$ cat config.mk
export PLATFORM = sky130hd
export DESIGN_NAME = cap_timer
export DESIGN_NICKNAME = d
export VERILOG_FILES = /design/src/rtl/cap_timer.sv
export SDC_FILE = /design/constraint.sdc
export NUM_CORES = 1
export LEC_CHECK = 0
export CAP_MARGIN = 20
export CORE_ASPECT_RATIO = 1.5
export CORE_MARGIN = 2
export CORE_UTILIZATION = 39
export DETAILED_ROUTE_END_ITERATION = 16
export GPL_ROUTABILITY_DRIVEN = 0
export GPL_TIMING_DRIVEN = 0
export PLACE_DENSITY = 0.63
export REMOVE_ABC_BUFFERS = 1
export SLEW_MARGIN = 20
export SYNTH_ARGS = -nofsm -noshare
export SYNTH_HDL_FRONTEND = slang
export SYNTH_SLANG_ARGS = --single-unit
export TNS_END_PERCENT = 100
$ cat constraint.sdc
create_clock -name clk -period 2.8 [get_ports clk]
set_input_delay 0.56 -clock clk [delete_from_list [all_inputs] [get_ports clk]]
set_output_delay 0.56 -clock clk [all_outputs]
set_load 0.03 [all_outputs]
$ cat src/rtl/cap_timer.sv
module cap_timer #(
  parameter int CNT_W = 16,
  parameter int DIV_A_LOG = 1,
  parameter int DIV_B_LOG = 3,
  parameter int DIV_C_LOG = 5
) (
  input  logic             clk,
  input  logic             rst_n,
  input  logic             wr_en,
  input  logic             rd_en,
  input  logic [2:0]       addr,
  input  logic [CNT_W-1:0] wdata,
  output logic [CNT_W-1:0] rdata,
  output logic             rd_valid,
  input  logic             pin_a,
  input  logic             pin_b,
  input  logic             trig
);
  localparam int PRE_W = DIV_C_LOG;

  logic [PRE_W-1:0] pre;
  logic [2:0]       sy_a, sy_b, sy_t;
  logic [1:0]       src_sel, cap_mode;
  logic             clr_en;
  logic [CNT_W-1:0] cnt, cmp, cap_a, cap_b;
  logic             tick;

  wire t_a = &pre[DIV_A_LOG-1:0];
  wire t_b = &pre[DIV_B_LOG-1:0];
  wire t_c = &pre[DIV_C_LOG-1:0];

  wire rise_a = sy_a[1] & ~sy_a[2];
  wire fall_a = ~sy_a[1] & sy_a[2];
  wire rise_b = sy_b[1] & ~sy_b[2];
  wire rise_t = sy_t[1] & ~sy_t[2];
  wire fall_t = ~sy_t[1] & sy_t[2];

  wire wr_mode = wr_en && addr == 3'd0;
  wire sw_cap  = wr_mode && !wdata[5];
  wire hit     = clr_en && cnt == cmp;

  always_comb begin
    case (src_sel)
      2'b00:   tick = rise_a;
      2'b01:   tick = t_a;
      2'b10:   tick = t_b;
      default: tick = t_c;
    endcase
  end

  wire ev_a = sw_cap
            | ((cap_mode == 2'b01 || cap_mode == 2'b10) & rise_a)
            | ((cap_mode == 2'b11) & rise_t);
  wire ev_b = ((cap_mode == 2'b01) & rise_b)
            | ((cap_mode == 2'b10) & fall_a)
            | ((cap_mode == 2'b11) & fall_t);

  always_ff @(posedge clk or negedge rst_n) begin
    if (!rst_n) begin
      pre  <= '0;
      sy_a <= '0;
      sy_b <= '0;
      sy_t <= '0;
    end else begin
      pre  <= pre + 1'b1;
      sy_a <= {sy_a[1:0], pin_a};
      sy_b <= {sy_b[1:0], pin_b};
      sy_t <= {sy_t[1:0], trig};
    end
  end

  always_ff @(posedge clk or negedge rst_n) begin
    if (!rst_n) begin
      src_sel  <= 2'b00;
      clr_en   <= 1'b0;
      cap_mode <= 2'b00;
      cmp      <= '0;
    end else if (wr_en) begin
      if (addr == 3'd0) begin
        src_sel  <= wdata[1:0];
        clr_en   <= wdata[2];
        cap_mode <= wdata[4:3];
      end
      if (addr == 3'd1) cmp <= wdata;
    end
  end

  always_ff @(posedge clk or negedge rst_n) begin
    if (!rst_n) cnt <= '0;
    else if (tick) cnt <= hit ? '0 : cnt + 1'b1;
  end

  always_ff @(posedge clk or negedge rst_n) begin
    if (!rst_n) begin
      cap_a <= '0;
      cap_b <= '0;
    end else begin
      if (ev_a) cap_a <= cnt;
      if (ev_b) cap_b <= cnt;
    end
  end

  always_ff @(posedge clk or negedge rst_n) begin
    if (!rst_n) begin
      rdata    <= '0;
      rd_valid <= 1'b0;
    end else begin
      rd_valid <= rd_en;
      if (rd_en) begin
        case (addr)
          3'd0:    rdata <= {{(CNT_W-5){1'b0}}, cap_mode, clr_en, src_sel};
          3'd1:    rdata <= cmp;
          3'd2:    rdata <= cap_a;
          3'd3:    rdata <= cap_b;
          3'd4:    rdata <= cnt;
          default: rdata <= '0;
        endcase
      end
    end
  end
endmodule

# After elaboration in Yosys (flattened, before gate mapping)
# Index checks and enable logic that the tools add are counted.
# classes
muxes,3
reduce_logical,11
eq_ne,10
order_cmp,0
addsub,2
shift,0
bitwise_logic,19
multipliers,0
n_div,0
# ops
operator,count
one-hot mux 16 bit (5 select lines),1
adder 16 x 1 -> 16 bit (second input constant),1
== test 16 bit,1
two-way mux 16 bit,1
bitwise AND 1 bit,10
== test 2 bit (second input constant),3
== test 3 x 2 -> 1 bit (second input constant),2
adder 5 x 1 -> 5 bit (second input constant),1
NOT 1 bit,5
AND reduction 5 bit,1
== test 2 x 1 -> 1 bit (second input constant),2
bitwise OR 1 bit,4
AND reduction 2 bit,2
== test 3 x 1 -> 1 bit (second input constant),1
== test 3 bit (second input constant),1
logical AND 1 bit,3
zero test 3 bit,1
one-hot mux 1 bit (3 select lines),1
AND reduction 3 bit,1
zero test 2 bit,1
zero test 1 bit,1
logical OR 1 bit,1
# word_totals
ram_bits,0
in_bits,26
output_inout_bits,17
latchBits,0
rom_bits,0
regBits,100
wordCells,58
memories,0

# Logic depth before layout (Yosys ltp)
# Gate-level depths: netlist (run 1).
# depth
depth_word,5
depth_mapped,9
depth_no_buf,8

# Worst setup path before layout (run 1)
# OpenSTA, ideal clock, no wires.
# synth_path
path_kind,in2reg
start,in addr[1]
end,reg cap_a[10]
slack_ns,0.683
path_buffers,2
required_ns,2.675
arrival_ns,1.993
path_stages,6
setup_ns,0.125
path_cell_list,buf_2 > nor4b_4 > inv_2 > o21ai_2 > buf_6 > mux2_2
# synth_between
elab_chain_len,5
# synth_rtl
element,line,rtl
start: declaration,11,"input logic [2:0] addr,"
zero test 3 bit,38,wire wr_mode = wr_en && addr == 3'd0;
logical AND 1 bit,38,
logical AND 1 bit,39,wire sw_cap = wr_mode && !wdata[5];
bitwise OR 1 bit,52,| ((cap_mode == 2'b01 || cap_mode == 2'b10) & rise_a)
bitwise OR 1 bit,53,| ((cap_mode == 2'b11) & rise_t);
end signal: assignment,98,if (ev_a) cap_a <= cnt;
end: declaration,25,"logic [CNT_W-1:0] cnt, cmp, cap_a, cap_b;"
# Every way passes these cells.
# A chain may end at the register's enable or synchronous reset.

# Final worst setup path (run 1)
# layout_path
start,in addr[2]
end,reg cap_a[9]
# The elaborated chain is that of the path after synthesis.

==> flow_summary.ini, run 1 <==
[route]
final_antenna_net_count = 0
vias = 3322
wl_per_cell_um = 17.86
drt-initial-drc-count = 165
dr.pass1.iters = 4
detail_route.wirelength_um = 10740
drc = 0
detail_route.vias_per_cell = 5.527

[placement]
post-place-ws_ns = -1.033
detailed_place_hpwl_um = 7451
port-buffer-count = 42

[finish]
post_route_cells_drive_above_1_share_pct = 22.10
num_antenna_cells = 0
area_growth_pct = 18.74
finish.net_count = 476
mostFrequentLayoutCells = sky130_fd_sc_hd__dfrtp_1 (100), sky130_fd_sc_hd__mux2_2 (60), sky130_fd_sc_hd__clkdlybuf4s50_1 (39)
mostFrequentLayoutCell = sky130_fd_sc_hd__dfrtp_1

[timing]
tightestPinTransition_ns = 0.9185
finalWorstSetupSlack_ns = 0.2380
setup_total_negative_slack_ns = 0
hold_slack_ns = 0.1699
unrepaired_setup_endpoints_after_global_routing = false
setup_violations = 0
min_period_over_period_pct = 91.50
timing.clock.skew_ns = 0.007805
finalHoldViolations = 0
tmin_final_ns = 2.562
fmaxAchievable_mhz = 390.3
timing.slew.headroom_pct = 38.64
slew_violations = 0

[flow_run]
max_cap_viol_count = 0

[clock_network]
numClockSinks = 100
cts_inserted_buffers = 9
cts-root-buf = sky130_fd_sc_hd__clkbuf_16
postCtsHoldBufs = 0
htreeDepth = 3
cts_max_path_buffers = 2
clk-insertion-delay-late_ns = 0.35
worst_setup_hold_path_clk_slew_ns = 0.07
tritoncts = built

[global_routing]
grt_util_all_layers_pct = 17.34
grt_start_max_net_pins = 55
leftover_overflow_at_the_end_of_global_routing = 0
grt_pass1_wl_um = 17670
first_global_vias = 3497
initial_antenna_violation_count = 0

[setup_path]
ff2ff_setup_slack_ns = 0.47
reg2regPathDepth = 8
critical_path.max_stage_delay_ns = 0.72
rr_endpoint = cnt[12]
cp-start-kind = input pin
worstSetupEndpointType = flop
worst-path-max-fanout = 16
crit_path_top_delay_cell = sky130_fd_sc_hd__clkdlybuf4s50_1
reg2reg_from = pre[0]
timing.critical_path.cells = clkdlybuf4s50_1 -> nor4b_4 -> inv_2 -> o21ai_4 -> mux2_2
worst-endpoint-required_ns = 3.03
path_type_of_the_worst_setup_path = in2reg
arrival_ns = 2.79

[die]
die_width_um = 94.52
placementRows = 49
initial_core_util_pct = 39.89
io_pins = 43
fp.dieArea_um2 = 13210
die_h_um = 139.8
core_area_um2 = 12020

[synth]
synth_compound_area_share_pct = 12.11
synth_area_per_cell_um2 = 11.55
ys.flop_type = sky130_fd_sc_hd__dfrtp_1
post_synth_xor_area_fraction_pct = 3.472
synthesis.yosys.warnings = 0
muxShareOfSynthArea_pct = 16.18
synth.yosys.seq_area_share_pct = 52.21
synth-simple-area-share_pct = 9.501
synth_top_family_by_area = multiplexers
syn-instance-count = 415
yosys_register_bits = 100
yosysUniqueCellTypes = 43
cell_area_after_technology_mapping_um2 = 4793
synthArstFlopShare_pct = 100.0
synth_edf_count = 0
synth_adder_area_share_pct = 1.827

[power]
worst_ir_drop_on_vdd_uv = 368.4
powerDensity_nw_per_um2 = 676.7
leakagePower_nw = 2.444

[worst_hold_path]
timing.hold.worst.class = in2async

[status]
status = completed
-- critical path, delay by kind of cell --
family / cells / cell delay (ns)
buffers and inverters: 2 / 0.80
AOI/OAI and AO/OA: 1 / 0.54
and+or+nand+nor: 1 / 0.47
muxes: 1 / 0.41
-- where the power goes --
part	switching, mW	internal (mW)
clock	0.562	0.790
sequential	0.174	1.61
combinational	0.368	0.350
total	1.10	2.75
-- sequential cells by signal, indices dropped and copies added (netlist names), 3 cells and up --
name,flops
sy_a,3
sy_b,3
cap_a,16
rdata,16
pre,5
sy_t,3
cnt,16
cmp,16
cap_b,16
-- layout make-up --
type                    count  area [µm²]
inverters                  22       82.58
flip-flops and latches    100        2502
clock buffers               9       225.2
clock inverters             7       98.84
multi-input cells         261        2092
well taps                 153       191.4
fillers                  1142        6325
repair buffers             49       499.2
-- synth_stat cells, types with 11 or more instances --
cell / n / area [µm²]
sky130_fd_sc_hd__inv_1: 21 / 78.83
sky130_fd_sc_hd__nand3_1: 11 / 55.05
sky130_fd_sc_hd__a21oi_1: 12 / 60.06
sky130_fd_sc_hd__mux2_2: 60 / 675.7
sky130_fd_sc_hd__dfrtp_1: 100 / 2502
sky130_fd_sc_hd__o22ai_1: 16 / 100.1
sky130_fd_sc_hd__nor2_1: 15 / 56.30
sky130_fd_sc_hd__o22a_1: 13 / 113.9
sky130_fd_sc_hd__a22oi_1: 21 / 157.7
sky130_fd_sc_hd__o21ai_0: 11 / 55.05
sky130_fd_sc_hd__nand2_1: 16 / 60.06
sky130_fd_sc_hd__xor2_1: 15 / 131.4
sky130_fd_sc_hd__clkbuf_1: 22 / 82.58
-- through the flow --
step	cells	util (%)	power [mW]	cell area (µm²)
floorplan	383	-	2.221	4651
global placement	578	43.79	2.477	5263
detailed placement	582	44.43	2.521	5339
CTS	598	47.18	3.871	5669
global route	601	47.37	4.028	5692
finish	601	47.37	3.851	5692
-- worst max-delay path by stage --
stage	startpoint	to	slack, ns
floorplan	wr_en	cmp[0]	0.04
global placement	addr[1]	cmp[12]	-2.51
detailed placement	addr[0]	cap_a[9]	-1.03
CTS	addr[2]	cap_a[9]	0.04
global route	addr[2]	cap_a[9]	0.15
finish	addr[2]	cap_a[9]	0.24
-- kinds of logic (layout without fill, tap and decap cells) --
kind of cell    Yosys count  in the layout
mux                      70             70
flops                   100            100
simple gates             81             81
xor+xnor                 19             19
buf+inv                  54             87
compound gates           84             84
fa+ha+maj                 7              7
-- per-layer routing --
layer,vias to the layer above,wire length [µm],global-route usage [%]
li1,1547,-,-
met1,1689,4458,21.24
met2,63,5651,29.81
met3,23,323,2.382
met4,0,303,8.009
met5,-,0,0
-- repair_timing --
| item | 4_1_cts | 5_1_grt |
|---|---|---|
| gates resized for setup | 2 | 0 |
| pin swaps | 0 | 1 |
| endpoints found under the setup margin | 23 | 16 |
| buffers inserted | 0 | 2 |
Power figures use the tool's default switching activity.
==> inputs of run 2 (changes only) <==
--- a/config.mk
+++ b/config.mk
@@ -8,11 +8,12 @@
 export CAP_MARGIN = 20
 export CORE_ASPECT_RATIO = 1.5
 export CORE_MARGIN = 2
-export CORE_UTILIZATION = 39
+export CORE_UTILIZATION = 46
+export CTS_CLUSTER_DIAMETER = 50
 export DETAILED_ROUTE_END_ITERATION = 16
 export GPL_ROUTABILITY_DRIVEN = 0
 export GPL_TIMING_DRIVEN = 0
-export PLACE_DENSITY = 0.63
+export PLACE_DENSITY = 0.71
 export REMOVE_ABC_BUFFERS = 1
 export SLEW_MARGIN = 20
 export SYNTH_ARGS = -nofsm -noshare
==> constraint.sdc (replaced) <==
create_clock -name clk -period 2.9 [get_ports clk]
set_input_delay 0.58 -clock clk [delete_from_list [all_inputs] [get_ports clk]]
set_output_delay 0.58 -clock clk [all_outputs]
set_load 0.03 [all_outputs]
==> run 2 against run 1 <==
Net effect: non-clock buffer count shrank 4; power decreased by 4.0%; count of clock-buffer cells in the layout up 2; hold slack about the same; register-to-register slack gained 0.09 ns; sequential share of layout area grew 0.61 points; largest cell class unchanged; highest routed layer unchanged.
==> flow_summary.ini, run 2 (synthesis results as in run 1) <==
[status]
status = completed

[route]
final_antenna_net_count = 0
drt-initial-drc-count = 234
wl_met3_um = 398
drc = 0
detail_route.wirelength_um = 10520
met1_routed_wirelength_after_detailed_routing_um = 4314
vias = 3293
routed.top_layer = met4
dr.pass1.iters = 5
detail_route.vias_per_cell = 5.870
wl_per_cell_um = 18.76
route.met2.wl_um = 5563

[clock_network]
cts_inserted_buffers = 9
post_cts.repair.setup_buffers = 0
htreeDepth = 3
tritoncts = built
clk-insertion-delay-late_ns = 0.35
cts-root-buf = sky130_fd_sc_hd__clkbuf_16
cts_max_path_buffers = 2
numClockSinks = 100
worst_setup_hold_path_clk_slew_ns = 0.07

[die]
fp.dieArea_um2 = 11270
core_area_um2 = 10130
die_h_um = 129.0
placementRows = 45
die_width_um = 87.35
initial_core_util_pct = 47.30
io_pins = 43

[setup_path]
worstSetupEndpointType = flop
cp-start-kind = input pin
path_type_of_the_worst_setup_path = in2reg
worst-endpoint-required_ns = 3.13
arrival_ns = 2.98
worst-path-max-fanout = 16

[global_routing]
leftover_overflow_at_the_end_of_global_routing = 0
grt_util_all_layers_pct = 19.88
grt_start_max_net_pins = 53
grt_pass1_wl_um = 16860
first_global_vias = 3322
initial_antenna_violation_count = 0

[timing]
finalHoldViolations = 0
min_period_over_period_pct = 95.00
slew_violations = 0
timing.clock.skew_ns = 0.008591
tmin_final_ns = 2.755
unrepaired_setup_endpoints_after_global_routing = false
hold_slack_ns = 0.1695
fmaxAchievable_mhz = 363.0
timing.slew.headroom_pct = 23.01
tightestPinTransition_ns = 1.155
setup_violations = 0

[power]
power.sequential.fraction_pct = 46.7
worst_ir_drop_on_vdd_uv = 407.7
power.clock.fraction_pct = 35.1
switchingPower_mw = 1.032
power.combinational.fraction_pct = 18.2
powerDensity_nw_per_um2 = 658.4
switching_share_pct = 27.93
leakagePower_nw = 2.426
internal_power_mw = 2.664
total_power_mw = 3.696

[placement]
port-buffer-count = 42
detailed_place_hpwl_um = 7177

[finish]
utilization_pct = 55.40
finish.net_count = 472
mostFrequentLayoutCell = sky130_fd_sc_hd__dfrtp_1
mostFrequentLayoutCells = sky130_fd_sc_hd__dfrtp_1 (100), sky130_fd_sc_hd__mux2_2 (60), sky130_fd_sc_hd__clkdlybuf4s50_1 (39)
post_route_cells_drive_above_1_share_pct = 20.95
num_antenna_cells = 0
area_growth_pct = 17.12

[flow_run]
max_cap_viol_count = 0

[worst_hold_path]
timing.hold.worst.class = in2async
==> run 2: cell types whose count changed in the layout (fill, tap and decap cells not counted), sizes merged <==
| cell | before | now |
|---|---|---|
| buf | 10 | 5 |
| clkbuf | 9 | 11 |
| clkinvlp | 1 | 0 |
| dlygate4sd2 | 0 | 1 |
| inv | 24 | 23 |
==> run 2: worst paths after layout <==
path,from,end,slack (ns),cells after the start
max in group asynchronous,rst_n,rdata[12],2.12,2
worst max register to register,pre[0],cnt[13],0.56,8
worst max-delay path,addr[2],cap_a[1],0.15,5
worst min-delay path,rst_n,cnt[3],0.17,1
worst min register to register,sy_b[0],sy_b[1],0.35,0
min in group clk,sy_b[0],sy_b[1],0.35,0
==> run 2: power by group through the flow <==
stage	clock, mW	sequential (mW)	combinational [mW]
floorplan	0	1.73	0.417
global placement	0	1.74	0.643
detailed placement	0	1.75	0.672
CTS	1.33	1.73	0.680
global route	1.39	1.75	0.741
finish	1.30	1.73	0.672
==> run 2: cell type report <==
class | instances | area, µm²
Fill cell | 863 | 4521
Sequential cell | 100 | 2502
Multi-Input combinational cell | 261 | 2092
Timing Repair Buffer | 45 | 465.4
Clock buffer | 11 | 242.7
Tap cell | 117 | 146.4
Clock inverter | 5 | 82.58
Inverter | 22 | 82.58
==> run 2: repair_timing <==
item | CTS | global route
hold buffers | 0 | 0
gates resized for setup | 2 | 0
setup endpoints to repair | 25 | 0
==> run 2: stage by stage <==
stage	instances	worst slack (ns)	area, µm²	setup TNS, ns
4_1_cts	561	0.1362	5614	0
5_1_grt	561	0.04546	5614	0
3_5_place_dp	545	-0.8707	5283	-20.28
6_report	561	0.1451	5614	0
2_1_floorplan	383	0.1198	4651	0
3_3_place_gp	542	-2.632	5218	-304.54
==> run 2: worst max-delay path: stages <==
cell,delay (ns)
sky130_fd_sc_hd__clkdlybuf4s50_1,0.74
sky130_fd_sc_hd__nor4b_4,0.64
sky130_fd_sc_hd__inv_2,0.10
sky130_fd_sc_hd__o21ai_4,0.51
sky130_fd_sc_hd__mux2_2,0.40
==> run 2: per-layer routing <==
metal / GRT usage [%] / vias up
met4: 8.778 / 0
met5: 0 / -
met2: 34.85 / 71
li1: - / 1549
met1: 23.14 / 1658
met3: 4.076 / 15
==> inputs of run 3 (changes only) <==
--- a/config.mk
+++ b/config.mk
@@ -6,14 +6,12 @@
 export NUM_CORES = 1
 export LEC_CHECK = 0
 export CAP_MARGIN = 20
-export CORE_ASPECT_RATIO = 1.5
 export CORE_MARGIN = 2
-export CORE_UTILIZATION = 46
+export CORE_UTILIZATION = 57
 export CTS_CLUSTER_DIAMETER = 50
 export DETAILED_ROUTE_END_ITERATION = 16
 export GPL_ROUTABILITY_DRIVEN = 0
-export GPL_TIMING_DRIVEN = 0
-export PLACE_DENSITY = 0.71
+export PLACE_DENSITY = 0.84
 export REMOVE_ABC_BUFFERS = 1
 export SLEW_MARGIN = 20
 export SYNTH_ARGS = -nofsm -noshare
==> run 3 against run 2 <==
Net effect: final cell count rose by 0.36%; register-to-register slack about the same; core utilization rose by 13 points; non-clock buffer count is 14 higher; clock power shrank 25%.
==> flow_summary.ini, run 3 (synthesis results as in run 1) <==
[status]
status = completed

[die]
die_h_um = 95.70
initial_core_util_pct = 58.63
io_pins = 43
core_area_um2 = 8175
fp.dieArea_um2 = 9158
placementRows = 33
die_width_um = 95.70

[global_routing]
grt_pass1_wl_um = 18230
grt_start_max_net_pins = 56
initial_antenna_violation_count = 0
grt_util_all_layers_pct = 26.44
first_global_vias = 3605
leftover_overflow_at_the_end_of_global_routing = 0

[timing]
unrepaired_setup_endpoints_after_global_routing = false
setup_total_negative_slack_ns = 0
fmaxAchievable_mhz = 430.1
tmin_final_ns = 2.325
timing.clock.skew_ns = 0.01023
tightestPinTransition_ns = 0.7019
setup_violations = 0
slew_violations = 0
timing.slew.headroom_pct = 53.21
hold_slack_ns = 0.2685
finalWorstSetupSlack_ns = 0.5748
min_period_over_period_pct = 80.18
finalHoldViolations = 0

[clock_network]
cts_repair_resize_count = 0
cts_inserted_buffers = 9
post_cts.repair.setup_buffers = 0
postCtsHoldBufs = 0
cts_max_path_buffers = 2
numClockSinks = 100
clk-insertion-delay-late_ns = 0.36
worst_setup_hold_path_clk_slew_ns = 0.09
cts-root-buf = sky130_fd_sc_hd__clkbuf_8
tritoncts = built
htreeDepth = 3

[power]
total_power_mw = 3.393
power.sequential.fraction_pct = 51.0
switching_share_pct = 29.26
leakagePower_nw = 2.433
switchingPower_mw = 0.9928
powerDensity_nw_per_um2 = 608.8
worst_ir_drop_on_vdd_uv = 357.3
internal_power_mw = 2.400
power.clock.fraction_pct = 28.7
power.combinational.fraction_pct = 20.3

[setup_path]
critical_path.max_stage_delay_ns = 0.42
worst-path-max-fanout = 9
arrival_ns = 2.58
library_cell_appearing_most_often_on_the_critical_path = sky130_fd_sc_hd__ha_1
timing.critical_path.max_delay_family = simple AND/OR/NAND/NOR gates
worst-path-buf-inv = 0
timing.critical_path.cells = ha_1 -> and3_1 -> ha_1 -> mux2i_1 -> a22o_1 -> nor2_1 -> mux2_2 -> nor3_1
path_type_of_the_worst_setup_path = reg2reg
crit_path_top_delay_cell = sky130_fd_sc_hd__a22o_1
worst-endpoint-required_ns = 3.16
cp-start-kind = flop
worstSetupEndpointType = flop

[route]
dr.pass1.iters = 5
detail_route.wirelength_um = 11130
final_antenna_net_count = 0
drc = 0
vias = 3511
drt-initial-drc-count = 280
wl_per_cell_um = 19.76
detail_route.vias_per_cell = 6.236

[placement]
detailed_place_hpwl_um = 7737
place.detailed.instances = 547
port-buffer-count = 42
post_dp_cell_area_um2 = 5355
post-place-ws_ns = 0.2714

[finish]
finish.net_count = 486
mostFrequentLayoutCells = sky130_fd_sc_hd__dfrtp_1 (100), sky130_fd_sc_hd__mux2_2 (60), sky130_fd_sc_hd__clkdlybuf4s50_1 (41)
nFillCells = 574
fin_area_um2 = 5573
post_route_cells_drive_above_1_share_pct = 22.71
num_antenna_cells = 0
utilization_pct = 68.17
area_growth_pct = 16.26
mostFrequentLayoutCell = sky130_fd_sc_hd__dfrtp_1
post_layout_nonfiller_instances = 563

[flow_run]
max_cap_viol_count = 0

[worst_hold_path]
timing.hold.worst.class = in2async
-- run 3: cell count changes in the layout (fill, tap and decap cells not counted), moves of 2 or more --
cell / before / now
sky130_fd_sc_hd__clkbuf_16: 9 / 0
sky130_fd_sc_hd__clkbuf_8: 1 / 10
sky130_fd_sc_hd__buf_4: 0 / 17
sky130_fd_sc_hd__clkdlybuf4s50_1: 39 / 41
sky130_fd_sc_hd__buf_6: 3 / 0
-- run 3: worst paths after layout --
path                       startpoint        to  slack [ns]  depth (start not counted)
setup reg to reg               pre[0]   cnt[12]        0.57                          8
max in group asynchronous       rst_n  rdata[9]        1.89                          2
min in group clk              sy_a[0]   sy_a[1]        0.37                          0
setup / recovery               pre[0]   cnt[12]        0.57                          8
hold / removal                  rst_n    pre[0]        0.27                          1
hold reg to reg               sy_a[0]   sy_a[1]        0.37                          0
-- run 3: final cells by class --
type | instances | area [µm²] | share of cell area, %
Tap cell | 105 | 131.4 | 2.357
Sequential cell | 100 | 2502 | 44.90
Clock buffer | 12 | 145.1 | 2.604
Clock inverter | 4 | 72.57 | 1.302
Timing Repair Buffer | 59 | 558.0 | 10.01
Multi-Input combinational cell | 261 | 2081 | 37.34
Inverter | 22 | 82.58 | 1.482
-- run 3: metal layers --
| layer | GRT usage [%] | up-vias | wire (µm) |
|---|---|---|---|
| met4 | 13.69 | 0 | 324 |
| met1 | 35.40 | 1759 | 4640 |
| met5 | 0 | - | 0 |
| met2 | 41.72 | 153 | 5539 |
| li1 | - | 1571 | - |
| met3 | 4.307 | 28 | 623 |
-- run 3: worst register-to-register path, cell delays in order, from the launching register on --
cell and delay [ns]:
sky130_fd_sc_hd__dfrtp_1 0.41, sky130_fd_sc_hd__ha_1 0.22, sky130_fd_sc_hd__and3_1 0.18, sky130_fd_sc_hd__ha_1 0.17
sky130_fd_sc_hd__mux2i_1 0.21, sky130_fd_sc_hd__a22o_1 0.42, sky130_fd_sc_hd__nor2_1 0.11, sky130_fd_sc_hd__mux2_2 0.28
sky130_fd_sc_hd__nor3_1 0.23
-- run 3: power by group through the flow --
stage | Combinational, mW | Clock (mW) | Sequential (mW)
floorplan | 0.417 | 0 | 1.73
global placement | 0.652 | 0 | 1.74
detailed placement | 0.681 | 0 | 1.75
CTS | 0.689 | 0.990 | 1.73
global route | 0.757 | 1.06 | 1.75
finish | 0.689 | 0.974 | 1.73
